`src/rtl/slot_pkg.sv`:
```
package slot_pkg;

  typedef enum logic [3:0] {
    OP_NOP = 4'b0000,
    OP_MOV = 4'b0001,
    OP_ADD = 4'b0010,
    OP_AND = 4'b0011,
    OP_LDI = 4'b0100,
    OP_JMP = 4'b0101,
    OP_INV = 4'b1000,
    OP_SHO = 4'b1001,
    OP_DIP = 4'b1010,
    OP_SRL = 4'b1011,
    OP_SLL = 4'b1100,
    OP_SRA = 4'b1101,
    OP_TSZ = 4'b1111
  } opcode_e;

  typedef enum logic [3:0] {
    SEL_SRC,
    SEL_SUM,
    SEL_AND,
    SEL_IMM,
    SEL_INV,
    SEL_DIP,
    SEL_SRL,
    SEL_SLL,
    SEL_SRA
  } dataSel_e;

  typedef struct packed {
    logic     wrEn;
    logic     dstZero;
    logic     predWrEn;
    logic     jmpEn;
    logic     outEn;
    dataSel_e dataSel;
  } slotCtl_t;

endpackage

```
`src/rtl/slot_ctrl.sv`:
```
module slot_ctrl
  import slot_pkg::*;
#(
  parameter int OPC_W = 4
) (
  input  logic [OPC_W-1:0] opcode,
  input  logic             predIn,
  output slotCtl_t         ctl
);

  slotCtl_t raw;

  always_comb begin
    raw = '0;
    raw.dataSel = SEL_SRC;
    case (opcode_e'(opcode))
      OP_MOV: begin raw.wrEn = 1'b1; raw.dataSel = SEL_SRC; end
      OP_ADD: begin raw.wrEn = 1'b1; raw.dataSel = SEL_SUM; end
      OP_AND: begin raw.wrEn = 1'b1; raw.dataSel = SEL_AND; end
      OP_LDI: begin raw.wrEn = 1'b1; raw.dstZero = 1'b1; raw.dataSel = SEL_IMM; end
      OP_INV: begin raw.wrEn = 1'b1; raw.dataSel = SEL_INV; end
      OP_DIP: begin raw.wrEn = 1'b1; raw.dataSel = SEL_DIP; end
      OP_SRL: begin raw.wrEn = 1'b1; raw.dataSel = SEL_SRL; end
      OP_SLL: begin raw.wrEn = 1'b1; raw.dataSel = SEL_SLL; end
      OP_SRA: begin raw.wrEn = 1'b1; raw.dataSel = SEL_SRA; end
      OP_JMP: raw.jmpEn    = 1'b1;
      OP_SHO: raw.outEn    = 1'b1;
      OP_TSZ: raw.predWrEn = 1'b1;
      default: raw = '0;
    endcase
  end

  // every strobe is qualified by the predicate
  always_comb begin
    ctl = raw;
    if (!predIn) begin
      ctl.wrEn     = 1'b0;
      ctl.predWrEn = 1'b0;
      ctl.jmpEn    = 1'b0;
      ctl.outEn    = 1'b0;
    end
  end


  always_comb begin
    one_effect_chk: assert ($onehot0({ctl.wrEn, ctl.predWrEn, ctl.jmpEn, ctl.outEn}))
      else $error("more than one effect strobe");
  end

endmodule

```
`src/rtl/slot_dp.sv`:
```
module slot_dp
  import slot_pkg::*;
#(
  parameter int DATA_W    = 8,
  parameter int REG_IDX_W = 4
) (
  input  slotCtl_t             ctl,
  input  logic [DATA_W-1:0]    srcVal,
  input  logic [DATA_W-1:0]    dstVal,
  input  logic [DATA_W-1:0]    immVal,
  input  logic [DATA_W-1:0]    dipIn,
  input  logic [REG_IDX_W-1:0] dstIdx,
  output logic                 wrEn,
  output logic [REG_IDX_W-1:0] wrAddr,
  output logic [DATA_W-1:0]    wrData,
  output logic                 predWrEn,
  output logic                 predWrVal,
  output logic                 jmpEn,
  output logic [DATA_W-1:0]    jmpAddr,
  output logic                 outEn,
  output logic [DATA_W-1:0]    outVal
);

  localparam int MSB = DATA_W - 1;

  logic [DATA_W-1:0]    result;
  logic [REG_IDX_W-1:0] addrSel;
  logic                 srcZero;

  always_comb begin
    case (ctl.dataSel)
      SEL_SUM: result = srcVal + dstVal;
      SEL_AND: result = srcVal & dstVal;
      SEL_IMM: result = immVal;
      SEL_INV: result = ~srcVal;
      SEL_DIP: result = dipIn;
      SEL_SRL: result = {1'b0, srcVal[MSB:1]};
      SEL_SLL: result = {srcVal[MSB-1:0], 1'b0};
      SEL_SRA: result = {srcVal[MSB], srcVal[MSB:1]};
      default: result = srcVal;
    endcase
  end

  assign addrSel = ctl.dstZero ? '0 : dstIdx;
  assign srcZero = (srcVal == '0);

  assign wrEn      = ctl.wrEn;
  assign wrAddr    = ctl.wrEn ? addrSel : '0;
  assign wrData    = ctl.wrEn ? result : '0;
  assign predWrEn  = ctl.predWrEn;
  assign predWrVal = ctl.predWrEn & srcZero;
  assign jmpEn     = ctl.jmpEn;
  assign jmpAddr   = ctl.jmpEn ? immVal : '0;
  assign outEn     = ctl.outEn;
  assign outVal    = ctl.outEn ? srcVal : '0;


  always_comb begin
    idle_zero_chk: assert (wrEn || (wrAddr == '0 && wrData == '0))
      else $error("write bundle not zero while idle");
  end

endmodule

```
`src/rtl/pred_exec_slot.sv`:
```
module pred_exec_slot
  import slot_pkg::*;
#(
  parameter int DATA_W    = 8,
  parameter int REG_IDX_W = 4,
  parameter int OPC_W     = 4,
  parameter int INSTR_W   = 15
) (
  input  logic [INSTR_W-1:0]   instr,
  input  logic [DATA_W-1:0]    srcVal,
  input  logic [DATA_W-1:0]    dstVal,
  input  logic                 predIn,
  input  logic [DATA_W-1:0]    dipIn,
  output logic                 wrEn,
  output logic [REG_IDX_W-1:0] wrAddr,
  output logic [DATA_W-1:0]    wrData,
  output logic                 predWrEn,
  output logic                 predWrVal,
  output logic                 jmpEn,
  output logic [DATA_W-1:0]    jmpAddr,
  output logic                 outEn,
  output logic [DATA_W-1:0]    outVal
);

  localparam int OPC_LSB = INSTR_W - OPC_W;
  localparam int SRC_LSB = OPC_LSB - REG_IDX_W;
  localparam int DST_LSB = SRC_LSB - REG_IDX_W;
  localparam int IMM_LSB = DST_LSB;

  logic [OPC_W-1:0]     opcode;
  logic [REG_IDX_W-1:0] dstIdx;
  logic [DATA_W-1:0]    immVal;
  slotCtl_t             ctl;

  assign opcode = instr[INSTR_W-1:OPC_LSB];
  assign dstIdx = instr[DST_LSB +: REG_IDX_W];
  assign immVal = instr[IMM_LSB +: DATA_W];

  slot_ctrl #(.OPC_W(OPC_W)) u_ctrl (
    .opcode (opcode),
    .predIn (predIn),
    .ctl    (ctl)
  );

  slot_dp #(.DATA_W(DATA_W), .REG_IDX_W(REG_IDX_W)) u_dp (
    .ctl       (ctl),
    .srcVal    (srcVal),
    .dstVal    (dstVal),
    .immVal    (immVal),
    .dipIn     (dipIn),
    .dstIdx    (dstIdx),
    .wrEn      (wrEn),
    .wrAddr    (wrAddr),
    .wrData    (wrData),
    .predWrEn  (predWrEn),
    .predWrVal (predWrVal),
    .jmpEn     (jmpEn),
    .jmpAddr   (jmpAddr),
    .outEn     (outEn),
    .outVal    (outVal)
  );


  always_comb begin
    pred_gate_chk: assert (predIn || !(wrEn || predWrEn || jmpEn || outEn))
      else $error("effect raised with predicate clear");
  end


  always_comb begin
    ldi_reg0_chk: assert (!(wrEn && opcode == OP_LDI) || wrAddr == '0)
      else $error("immediate load not aimed at register 0");
  end


  always_comb begin
    sra_sign_chk: assert (!(wrEn && opcode == OP_SRA) || wrData[DATA_W-1] == srcVal[DATA_W-1])
      else $error("arithmetic shift lost the sign");
  end


  always_comb begin
    dst_field_chk: assert (!(wrEn && opcode != OP_LDI) || wrAddr == dstIdx)
      else $error("write not aimed at destination field");
  end

endmodule

```
`config.mk`:
```
export PLATFORM = sky130hd
export DESIGN_NAME = pred_exec_slot
export DESIGN_NICKNAME = d
export VERILOG_FILES = /design/src/rtl/slot_pkg.sv /design/src/rtl/slot_ctrl.sv /design/src/rtl/slot_dp.sv /design/src/rtl/pred_exec_slot.sv
export SDC_FILE = /design/constraint.sdc
export NUM_CORES = 1
export LEC_CHECK = 0
export ABC_CLOCK_PERIOD_IN_PS = 3850
export BUFFER_PORTS_ARGS = -buffer_cell sky130_fd_sc_hd__buf_2
export CORE_UTILIZATION = 52
export DETAILED_ROUTE_END_ITERATION = 10
export GPL_ROUTABILITY_DRIVEN = 1
export PLACE_DENSITY = 0.91
export SLEW_MARGIN = 10
export SYNTH_ARGS = -nofsm -noshare
export SYNTH_HDL_FRONTEND = slang
export SYNTH_SLANG_ARGS = --single-unit
```
`constraint.sdc`:
```
create_clock -name vclk -period 3.85
set_input_delay 0.1925 -clock vclk [all_inputs]
set_output_delay 0.1925 -clock vclk [all_outputs]
set_load 0.05 [all_outputs]
```
# Word level (Yosys, flattened, before mapping)
# Cells that the tools add are included.
# word_totals
register_bits	0
input_bits	40
output_inout_bits	33
wordCells	40
# classes
n_addsub	1
n_eq_ne	20
n_mux	14
bitwise	3
n_reduce_logical	2
# ops
operator	count
$pmux 8 s8	1
$eq 4x4->1 const B	8
$pmux 4 s8	1
$eq 4x3->1 const B	6
$mux 8	3
$eq 4x2->1 const B	4
$reduce_or 9->1	1
$add 8x8->8	1
$and 8x8->8	1
$eq 4x1->1 const B	2
$logic_not 8->1	1
$mux 4	2
$not 8->8	1
$mux 1	6
$mux 3	1
$and 1x1->1	1

# Logic depth before layout (Yosys ltp)
# Gate-level depths: netlist of run 1.
# logic_depth
ltp_word	5
ltp_mapped	7
ltp_nobuf	6

# By module
# A second synthesis of run 1 with hierarchy kept.
# unflattened
hier_cells	202
hier_area_um2	1356.3
# modules_own_cells
mod	instances	cells_per_inst	area_per_inst_um2	seq_area_each_um2
slot_dp	1	180	1228.7	0.0
slot_ctrl	1	22	127.6	0.0

# Least setup slack after synthesis of run 1
# Ideal clock, no wire load.
# synth_path
path_type	input-to-output
startpoint	input instr[12]
endpoint	output predWrVal
arrival_ns	2.063
t_required_ns	3.658
setup_slack_ns	1.594
path_stages	6
n_path_buf	3
path_cell_list	buf_2 -> buf_2 -> buf_2 -> nand3_1 -> nor2_1 -> and3_1
# synth_between
elab_chain_len	4
# synth_lines
item	line_no	rtl
start: declaration	pred_exec_slot.sv:9	input logic [INSTR_W-1:0] instr,
$eq 4x4->1	slot_ctrl.sv:16	case (opcode_e'(opcode))
$mux 1	slot_ctrl.sv:16	
$mux 3	slot_ctrl.sv:36	if (!predIn) begin
via predWrEn	pred_exec_slot.sv:17	output logic predWrEn,
$and 1x1->1	slot_dp.sv:51	assign predWrVal = ctl.predWrEn & srcZero;
end: declaration	pred_exec_slot.sv:18	output logic predWrVal,
# The timed path passes the listed nets, and every way through them passes these cells.

# Worst setup path after layout of run 1
# layout_path
startpoint	input instr[12]
endpoint	output wrData[5]
# layout_between
elab_chain_len	5
word_cells_on_any_way	23
classes_between	17 x eq/ne; 5 x mux; 1 x reduce/logical
# layout_lines
item	line_no	rtl
$eq 4x4->1 (tied with other cells)	slot_ctrl.sv:16	
$pmux 4 s8 or $reduce_or 9->1 (tied branches)	-	
$eq 4x4->1 (tied with other cells)	slot_dp.sv:31	case (ctl.dataSel)
$pmux 8 s8 or $mux 1 (tied branches)	slot_dp.sv:31, slot_ctrl.sv:36	
$mux 8 (*)	slot_dp.sv:49	assign wrData = ctl.wrEn ? result : '0;
end: declaration	pred_exec_slot.sv:16	output logic [DATA_W-1:0] wrData,
# Every way passes the cells marked *; elsewhere a longest branch is shown, timed or not.

==> metrics.txt, run 1 <==
footprint of the multi-input gates 1301 um2; Critical Setup Path Class input port to primary output; top cell type's share of synthesized area 9.752%; Final Cell Area 1704 um2; type of origin of the critical path input port; ratio of final minimum period to clock period 62.59%; Largest delay share family, worst path buffers and inverters; Max IR drop VDD 0.00008956 V; Psw 0.0001429 W; Worst EP required 3660 ps; Starting Density 55.95%; RSZ-0062 raised after global routing false; vias 1832; Synth Warn # 0; Critical Path AT 2220 ps; first-pass GRT wire length 7.086 mm; Nets 298; largest net degree at the start of global routing 39; Hold Buf Count CTS 0; total track usage 31.72%; setup TNS 0 ps; DIE HEIGHT 54.10 um; Filler cells 254; Peak Freq 415.0 MHz; Critical-path top delay cell a31oi_1; Area growth, synth to finish 20.74%; Cell Area, Synth 1411 um2; GRT overflow 0; Area contributors post-synth and2_1 (9.8%), ha_1 (7.1%), mux2i_1 (5.7%); kind of end point of the critical path primary output; Final Non-Filler Cells 277; final hold violation count 0; Inserted Diodes 0; CP cell instances buf_2 > clkinv_1 > a31oi_1 > o2111ai_1 > a31oi_2 > buf_2; first-pass iteration count of the detailed router 4; sw frac 64.29%; post-route ant nets 0; HPWL Detailed 3.289 mm; min-delay worst type input port to primary output; setup violators final 0; CP Buf/Inv Count 3; clock network power share 0%; I/O pins 73; Port Buffers 70; Slew HR 53.84%; Core Util, Final 67.56%; DP Area 1704 um2; Tmin final 2410 ps; vias in the first global route 1595; most frequent cell after synthesis and2_1; seq_cells 0; register area 0 um2; antenna violations before repair 0; Mapped Cells 195; worst hold slack 807.1 ps; status completed; Post-Syn Area per Cell 7.238 um2; detailed-route DRC error count 0; Clock buffer cells 0; DR WL/cell 16.19 um; combinational share of power 100.0%; # rows 18; PostCTS Resize Cnt 0; total die area 2926 um2; Slew @ Worst Pin 689.2 ps; Post-CTS Setup Inserts 0; Synth cell types 60; Power Dens Cells 130.4 nW/um2; Pleak 0.8106 nW; Flop pwr share 0%; placed instance count 277; Synth Net Count 244; layout cells sized above 1 33.60%; Slew Limit Fails 0; drt initial violations 89; Core ar. 2522 um2; Worst path most repeated cell buf_2; MaxCap Viol Count 0; critical-path maximum fanout 29; Final Wtd Congestion 0.9193; Pint 0.00007934 W; Via density 6.614; sequential fraction of the synthesis area 0%; top post-synthesis cells by count and2_1 (22), a21oi_1 (14), o21ai_0 (12), buf_2 (10); cell taking the most area after synthesis and2_1; DIE WIDTH 54.10 um; CP peak stage delay 600 ps; WL final 4.484 mm
[layout by cell type, fill, tap and decap left out, types with 3 or more instances in the layout]
cell,instances
o211ai_1,3
a211oi_1,5
a21o_1,3
mux2i_1,8
o221a_2,5
a21oi_1,14
nand2b_1,5
a221oi_1,3
and2_1,22
buf_2,70
nor2_1,8
nand3_1,5
and3_1,3
o21ai_0,12
nor2b_1,6
nand3b_1,4
a31oi_1,5
ha_1,8
nor3b_1,5
[tightest hold or removal path, delay by kind of cell]
| kind | cells | cell delay (ps) |
|---|---|---|
| buffers and inverters | 2 | 300 |
| and+or+nand+nor | 1 | 120 |
[cell families after synthesis]
family | after synthesis | synth area share [%]
buffers and inverters | 22 | 7.801
AND/OR/NAND/NOR | 75 | 35.64
adder cells (fa/ha/maj) | 9 | 8.511
AO/OA/AOI/OAI | 78 | 40.16
multiplexers | 10 | 7.270
XOR/XNOR | 1 | 0.6207
[per-layer routing]
layer / global-route usage (%) / vias to the layer above / wire length (um)
met4: 6.410 / 0 / 36
met2: 55.14 / 133 / 2107
li1: - / 873 / -
met5: 0 / - / 0
met1: 42.32 / 820 / 1818
met3: 2.260 / 6 / 522
[final timing paths]
check	startpoint	endpoint	slack [ps]	cells after the start
setup / recovery	instr[12]	wrData[5]	1440	6
hold / removal	instr[10]	jmpAddr[7]	810	3
[power groups by stage]
stage	registers (W)	clock network [W]	logic, W
2_1_floorplan	0	0	0.000161
3_3_place_gp	0	0	0.000214
3_5_place_dp	0	0	0.000217
4_1_cts	0	0	0.000218
5_1_grt	0	0	0.000240
6_report	0	0	0.000222
[area by class of cell]
type                       count  share of cell area (%)
inverter                       4                  0.8811
multi-input combinational    173                   76.36
timing repair buffer          70                   20.56
tap                           30                   2.203
[through the flow]
stage          total power (W)  setup slack [ps]
2_1_floorplan        0.0001606              1594
3_3_place_gp         0.0002139              1495
3_5_place_dp         0.0002169              1503
4_1_cts              0.0002178              1494
5_1_grt              0.0002395              1265
6_report             0.0002222              1440
Power figures use the tool's default switching activity.
==> run 2: changes to the inputs <==
Settings changed: ABC_CLOCK_PERIOD_IN_PS 3850 to 2000, CORE_UTILIZATION 52 to 44, PLACE_DENSITY 0.91 to 0.82.
Clock period 3.85 ns to 2 ns, I/O delays scaled along.
==> metrics.txt, run 2 (synthesis gave the netlist of run 1 again) <==
Peak Freq 536.6 MHz; Critical Setup Path Class input port to primary output; HPWL Detailed 3.789 mm; layout cells sized above 1 39.70%; largest net degree at the start of global routing 22; hold path depth 3; RSZ-0062 raised after global routing false; WL final 4.719 mm; Slew @ Worst Pin 394.2 ps; Max IR drop VDD 0.0001274 V; final hold violation count 0; # rows 20; post-route ant nets 0; GRT overflow 0; total die area 3438 um2; Final Non-Filler Cells 311; vias in the first global route 1604; MaxCap Viol Count 0; Nets 318; Port Buffers 70; Pleak 0.9123 nW; seq_cells 0; Worst EP required 1900 ps; Core ar. 3053 um2; status completed; antenna violations before repair 0; Hold Buf Count CTS 0; min-delay worst type input port to primary output; total track usage 26.99%; Final Wtd Congestion 0.9924; Power Dens Cells 245.9 nW/um2; Tmin final 1863 ps; DR WL/cell 15.17 um; placed instance count 311; type of origin of the critical path input port; DIE HEIGHT 58.64 um; Worst Hold Path EP jmpAddr[5]; first-pass iteration count of the detailed router 5; PnR Total Power 0.0004660 W; Area growth, synth to finish 34.31%; I/O pins 73; Slew Limit Fails 0; Slew HR 73.60%; Hold Path Origin instr[8]; Critical Path AT 1760 ps; most frequent cells in the layout buf_2 (70), and2_1 (22), buf_4 (19); Starting Density 46.23%; Clock buffer cells 0; ratio of final minimum period to clock period 93.17%; PostCTS Resize Cnt 0; detailed-route DRC error count 0; vias 1890; setup violators final 0; Via density 6.077; DIE WIDTH 58.64 um; register area 0 um2; critical-path maximum fanout 6; Inserted Diodes 0; first-pass GRT wire length 7.431 mm; Post-CTS Setup Inserts 0; kind of end point of the critical path primary output; commonest non-fill, non-tap cell in the layout buf_2; drt initial violations 103; Core Util, Final 62.09%; setup TNS 0 ps
-- run 2: cell count changes in the layout (fill, tap and decap cells not counted) --
cell / delta
nor2_1: -1
a31oi_1: -1
fa_2: +1
a31oi_2: +1
buf_4: +19
nor2_2: +1
buf_12: +1
fa_1: -1
-- run 2: area by class of cell --
class                      instances  area, um2
multi-input combinational        173       1313
fill                             304       1157
inverter                           4      15.01
timing repair buffer              90      513.0
tap                               44      55.05
-- run 2: layer usage --
metal	GRT usage (%)	routed length, um	share of wire (%)
met5	0	0	0
met4	3.401	25	0.53
met3	2.637	431	9.1
met2	48.11	2249	48
met1	36.07	2011	43
-- run 2: how the worst max path moves through the flow --
| stage | startpoint | end | slack, ps | cells after the start |
|---|---|---|---|---|
| finish | srcVal[0] | wrData[4] | 140 | 8 |
| global route | srcVal[0] | wrData[4] | 20 | 8 |
| CTS | srcVal[0] | wrData[4] | 70 | 8 |
| detailed placement | srcVal[0] | wrData[4] | 70 | 8 |
| global placement | srcVal[0] | wrData[4] | 90 | 8 |
| floorplan | instr[13] | wrData[7] | 110 | 6 |
-- run 2: through the flow --
step                setup slack, ps  area (um2)  hold WS [ps]
floorplan                     110.8        1420         484.8
global placement              92.85        1893         618.7
detailed placement            73.72        1893         618.7
CTS                           71.84        1893         620.2
global route                  22.28        1896         640.4
finish                        136.5        1896         619.3
-- run 2: critical path, cell delays in order --
cell	delay, ps
buf_2	130
ha_1	250
fa_2	380
a211oi_1	210
nor2_1	110
nor3_1	180
o31a_1	140
buf_2	260
-- run 2: power by group --
group	leakage (nW)	switching, W	total, W	internal, W
sequential	0	0	0	0
clock	0	0	0	0
combinational	0.912	0.000284	0.000466	0.000182
total	0.912	0.000284	0.000466	0.000182
==> run 3: changes to the inputs <==
--- a/config.mk
+++ b/config.mk
@@ -12,2 +12,3 @@
 export GPL_ROUTABILITY_DRIVEN = 1
+export GPL_TIMING_DRIVEN = 0
 export PLACE_DENSITY = 0.82
==> constraint.sdc (replaced) <==
create_clock -name vclk -period 2
set_input_delay 0.1 -clock vclk [all_inputs]
set_output_delay 0.1 -clock vclk [all_outputs]
set_load 0.005 [all_outputs]
==> metrics.txt, run 3 (synthesis gave the netlist of run 1 again) <==
status completed; Final Non-Filler Cells 309; GRT overflow 0; most used routing layer met2; DP Area 1817 um2; kind of end point of the critical path primary output; Hold Path Origin instr[8]; layout cells sized above 1 36.23%; seq_cells 0; Critical-path top delay cell fa_1; min-delay worst type input port to primary output; setup violators final 0; MaxCap Viol Count 0; commonest non-fill, non-tap cell in the layout buf_2; Core Util, Final 59.71%; final hold violation count 0; first-pass GRT wire length 7.472 mm; Worst EP required 1900 ps; vias in the first global route 1591; PostCTS Resize Cnt 0; Final Wtd Congestion 0.9222; first-pass iteration count of the detailed router 5; Critical Path AT 1780 ps; pre-CTS WS 127.9 ps; total die area 3438 um2; Power Dens Cells 203.4 nW/um2; CP peak stage delay 440 ps; type of origin of the critical path input port; vias 1901; RSZ-0062 raised after global routing false; Slew @ Worst Pin 535.0 ps; hold path depth 3; register area 0 um2; Hold Buf Count CTS 0; Starting Density 46.23%; post-route ant nets 0; footprint of the multi-input gates 1308 um2; met3 global-route usage 1.099%; Pleak 0.8702 nW; WL final 4.819 mm; Peak Freq 531.7 MHz; Max IR drop VDD 0.00009925 V; post-route worst setup slack 119.2 ps; Clock buffer cells 0; HPWL Detailed 3.779 mm; Post-CTS Setup Inserts 0; Inserted Diodes 0; Worst setup startpoint srcVal[0]; crit path capture wrData[4]; setup TNS 0 ps; Via density 6.152; Tmin final 1881 ps; grt met1 use 36.69%; Worst path most repeated cell buf_2; Slew HR 64.24%; placed instance count 309; Area growth, synth to finish 29.17%; Nets 316; drt initial violations 129; I/O pins 73; GRT met2 Usage 50.08%; critical path depth in cells 8; largest net degree at the start of global routing 11; Critical Setup Path Class input port to primary output; Port Buffers 70; CP cell instances buf_2 > ha_1 > fa_1 > a21o_1 > a211oi_1 > nor3_1 > o31a_1 > buf_2; DIE WIDTH 58.64 um; Slew Limit Fails 0; DIE HEIGHT 58.64 um; total track usage 27.48%; ratio of final minimum period to clock period 94.04%; # rows 20; critical-path maximum fanout 6; Filler cells 326; Core ar. 3053 um2; most frequent cells in the layout buf_2 (80), and2_1 (22), a21oi_1 (14); DR WL/cell 15.60 um; Largest delay share family, worst path adder cells; detailed-route DRC error count 0; CP Buf/Inv Count 2; antenna violations before repair 0; Final Cell Area 1823 um2
run 3: metal layers:
layer,wire (um),vias to the layer above
met3,495,4
li1,-,915
met2,2272,123
met1,2021,859
met5,0,-
met4,29,0
run 3: per-stage QoR:
stage / total power [W] / hold WS, ps
2_1_floorplan: 0.0002320 / 310.3
3_3_place_gp: 0.0003585 / 483.2
3_5_place_dp: 0.0003602 / 487.9
4_1_cts: 0.0003621 / 489.9
5_1_grt: 0.0004015 / 513.7
6_report: 0.0003707 / 487.2
run 3: where the power goes:
| group | internal (W) | switching (W) | total, W | leakage (nW) |
|---|---|---|---|---|
| Sequential | 0 | 0 | 0 | 0 |
| Clock | 0 | 0 | 0 | 0 |
| Combinational | 0.000163 | 0.000207 | 0.000371 | 0.870 |
| Total | 0.000163 | 0.000207 | 0.000371 | 0.870 |
run 3: final cells by class:
type,instances,area share [%]
buffer,18,5.216
timing repair buffer,70,19.22
multi-input combinational,173,71.72
inverter,4,0.8236
tap,44,3.020
run 3: worst min-delay path by stage:
stage,to,slack (ps)
2_1_floorplan,jmpAddr[0],310
3_5_place_dp,jmpAddr[5],490
6_report,jmpAddr[5],490
4_1_cts,jmpAddr[5],490
3_3_place_gp,jmpAddr[5],480
5_1_grt,wrAddr[1],510
